## config.mk

```make
export PLATFORM = sky130hd
export DESIGN_NAME = vecchk_rom
export DESIGN_NICKNAME = d
export VERILOG_FILES = /design/src/rtl/vecchk_pkg.sv /design/src/rtl/vecchk_rom.sv
export SDC_FILE = /design/constraint.sdc
export NUM_CORES = 1
export LEC_CHECK = 0
export CAP_MARGIN = 20
export CORE_MARGIN = 4
export CORE_UTILIZATION = 30
export DETAILED_ROUTE_END_ITERATION = 10
export DONT_BUFFER_PORTS = 1
export PLACE_DENSITY = 0.49
export SLEW_MARGIN = 10
export SYNTH_ARGS = -nofsm -noshare
export SYNTH_HDL_FRONTEND = slang
export SYNTH_SLANG_ARGS = --single-unit
export TNS_END_PERCENT = 20
```

## constraint.sdc

```tcl
create_clock -name vclk -period 1.7
set_input_delay 0.085 -clock vclk [all_inputs]
set_output_delay 0.085 -clock vclk [all_outputs]
set_load 0.02 [all_outputs]
```

## src/rtl/vecchk_pkg.sv

```systemverilog
package vecchk_pkg;

  // 32-bit mixing function used to fill the stimulus table
  function automatic logic [31:0] mix32(input logic [31:0] seed, input logic [31:0] k);
    logic [31:0] x;
    x = seed ^ (k * 32'h9E37_79B9);
    x = x * 32'h7FEB_352D;
    return x ^ (x >> 15);
  endfunction

  // saturating increment helper for counters of any width up to 32
  function automatic logic [31:0] sat_inc(input logic [31:0] v, input logic [31:0] vmax);
    return (v == vmax) ? v : v + 32'd1;
  endfunction

endpackage

```

## src/rtl/vecchk_rom.sv

```systemverilog
module vecchk_rom #(
  parameter int          HALF_W = 32,
  parameter int          DEPTH  = 16,
  parameter logic [31:0] SEED   = 32'h1234_5678,
  localparam int         IN_W   = 2 * HALF_W,
  localparam int         OUT_W  = 2 * HALF_W,
  localparam int         ADDR_W = (DEPTH > 1) ? $clog2(DEPTH) : 1
) (
  input  logic [ADDR_W-1:0] addr_i,
  output logic [IN_W-1:0]   stim_o,
  output logic [OUT_W-1:0]  exp_o
);

  logic [IN_W-1:0]  stim_tab [DEPTH];
  logic [OUT_W-1:0] exp_tab  [DEPTH];

  for (genvar g = 0; g < DEPTH; g++) begin : g_entry
    logic [31:0]     hi_raw, lo_raw;
    logic [HALF_W-1:0] hi_h, lo_h;
    assign hi_raw = vecchk_pkg::mix32(SEED, 32'(2 * g));
    assign lo_raw = vecchk_pkg::mix32(SEED, 32'(2 * g + 1));
    assign hi_h   = hi_raw[HALF_W-1:0];
    assign lo_h   = lo_raw[HALF_W-1:0];
    assign stim_tab[g] = {hi_h, lo_h};
    assign exp_tab[g]  = OUT_W'(hi_h) * OUT_W'(lo_h);
  end

  assign stim_o = stim_tab[addr_i];
  assign exp_o  = exp_tab[addr_i];

endmodule

```

==> results.txt <==
The run finished with clean final reports. The run gives 0 as the count of final hold-check violations. For this design the ratio of total power to cell area is 452 nW/um2.

The run gives 18100 um as the global-route wire length before repair. By area the synthesized netlist is led by a21oi_1 11%, ha_1 9.2%, nor2_1 7.6%. The worst setup path startpoint is addr_i[1]. The number of antenna-violating nets in the routed design was 0. Each instance of the synthesized netlist takes up on average 5.88 um2.

After the flow finishes, the layout carries non-filler instances totaling 590. Port buffering added 0 buffers. For the maximum achievable frequency, the log shows 606 MHz. Summed over all layers, the routed wires come to 12000 um. Summing all flip-flop and latch instances after layout gives 0 um2.

For the total iterations of the first detailed-routing run, the log shows 5. The via count of the first global-routing pass is 3148, and the core area is 7810 um2. The critical path ends at exp_o[24]. In this run the worst path has a maximum fanout of 28. After the last flow step, the layout net total stands at 512. The post-synthesis instance area was 2440 um2; the final critical delay including setup and external delays was 1.65 ns. Summed over all cells, the static leakage comes to 1.49 nW. The area growth from synthesis to layout is 31.0%.

Library cell with the highest instance count after synthesis: a21oi_1. During synthesis, Yosys emitted a total of 0 warnings. The die covers 9630 um2. For the total design power, the log shows 0.00144 W. For this design the top-level I/O count stands at 132. The hold-fix buffer count after cts was 0. The post-detailed-placement cell area is 3190 um2. The critical path is of the input pin to output pin type. After global routing the overflow that remains totals 0.

The top cell type by area accounts for 11.1% of the synthesized area. The maximum VDD drop was 0.159 mV; the final max-slew violation count was 0. The count of cell types in the netlist is 52, and the final routed wire length divided by cell count is 20.3 um. The run gives 1.62 ns as the endpoint required time on the critical path.

The number of remaining DRC errors was 0. The most numerous cell on the critical path is buf_4. The number of antenna diodes in the final layout is 0. The placement row count was 32; the maximum number of pins on one net before global-route repair was 151. The layout has 0 clock buffers. The run gives 31.2% as the effective utilization at floorplan. The path class of the lowest-slack min-delay path is input pin to output pin. Initial antenna violation count: 0. The worst setup path is launched from an input pin.

The tools report the count of final setup violators as 0. After layout, the worst path uses 97.1% of the clock period. STA puts the critical path data arrival time at 1.57 ns. Count of flip-flops and latches: 0. From left edge to right edge, the die measures 98.1 um.

Traced cell by cell, the critical path runs through inv_1 > buf_4 > ha_2 > buf_4 > and2_1 > nor2_1 > o21ai_0 > buf_4. The detailed-route vias per instance works out to 5.88. After the first detailed-routing iteration, the DRC count stood at 358. For the pin with the worst max-slew slack, the measured transition is 0.674 ns.

When the netlist entered floorplanning its net count stood at 436. The final route contains 3469 vias. Among all stages on the critical path, the largest delay is contributed by ha_2.

The final instance area is 3190 um2. The HPWL after detailed placement is 8740 um. The start point of the worst hold path was addr_i[3].

Setup repair after global routing left no endpoint under its margin. The y dimension of the die is 98.1 um. The share of the yosys chip area belonging to registers is 0%, and the global-route total usage across every layer is 22.7%. The relative slew slack was 54.6%; the count of mapped cells out of synthesis was 414.

STA classifies the critical path endpoint as an output pin. Summed over all instances, the cell type with the most area after synthesis is a21oi_1. Routability-driven placement finished with a final weighted congestion of 0.945. The max-capacitance violation count is 0, and the share of final-layout standard cells stronger than drive strength 1 is 30.7%. After detailed placement, the design holds a cell count of 590. The largest stage delay on the critical path came out at 0.32 ns. Ranked by instance count, the synthesized netlist is headed by 54 x a21oi_1, 49 x nor2_1, 38 x nand2_1.
-- through the flow --
stage | TNS (ns) | util, % | setup slack [ns] | hold WS (ns)
2_1_floorplan | -0.000775 | - | -0.000258 | 0.424
3_3_place_gp | 0 | 40.8 | 0.0967 | 0.245
3_5_place_dp | 0 | 40.8 | 0.0397 | 0.243
4_1_cts | 0 | 40.8 | 0.0220 | 0.239
5_1_grt | 0 | 40.9 | 0.0235 | 0.262
6_report | 0 | 40.9 | 0.0494 | 0.258
-- power by group --
part	internal [W]	leakage [nW]	switching [W]
registers	0	0	0
logic	0.000543	1.49	0.000900
clock network	0	0	0
total	0.000543	1.49	0.000900
-- worst max-delay path, delay by kind of cell --
family	cells	cell delay, ns
compound gates	1	0.28
fa+ha+maj	1	0.32
buf+inv	4	0.62
simple gates	2	0.25
-- how the worst min path moves through the flow --
stage | to | slack, ns | cells past startpoint
finish | stim_o[46] | 0.26 | 1
detailed placement | exp_o[63] | 0.24 | 1
CTS | exp_o[63] | 0.24 | 1
global placement | exp_o[63] | 0.25 | 1
global route | exp_o[63] | 0.26 | 1
floorplan | exp_o[40] | 0.42 | 2
-- layout by cell type (no fill, tap or decap), types with 13 or more instances in the layout --
cell and count:
nor2b_1 13, nand3_1 28, o21ai_0 29, a31oi_1 16, nand2_1 38, a21oi_1 54
buf_4 124, nand2b_1 15, ha_1 16, nor2_1 49, nor3_1 13
-- what timing repair did --
item	4_1_cts	5_1_grt
setup endpoints to repair	0	4
gates resized for setup	0	2
endpoints found under the hold margin	0	0
setup buffers	0	0
-- layer usage --
| layer | track usage (%) | share of wire (%) |
|---|---|---|
| met5 | 0 | 0 |
| met4 | 4.79 | 2.0 |
| met3 | 4.21 | 10 |
| met2 | 35.1 | 45 |
| met1 | 32.7 | 43 |
-- area by class of cell --
cell class | count | area, um2
inverters | 6 | 22.5
well taps | 102 | 128
multi-input cells | 358 | 2110
repair buffers | 124 | 931
fillers | 887 | 4620
-- cells by family after synthesis --
kind of cell	share of synthesized area, %
and+or+nand+nor	38.9
AOI/OAI and AO/OA	37.6
buffers and inverters	13.8
adders and majority gates	9.25
xor gates and xnor gates	0.360
Note: power is estimated with default switching activity, not from simulation.
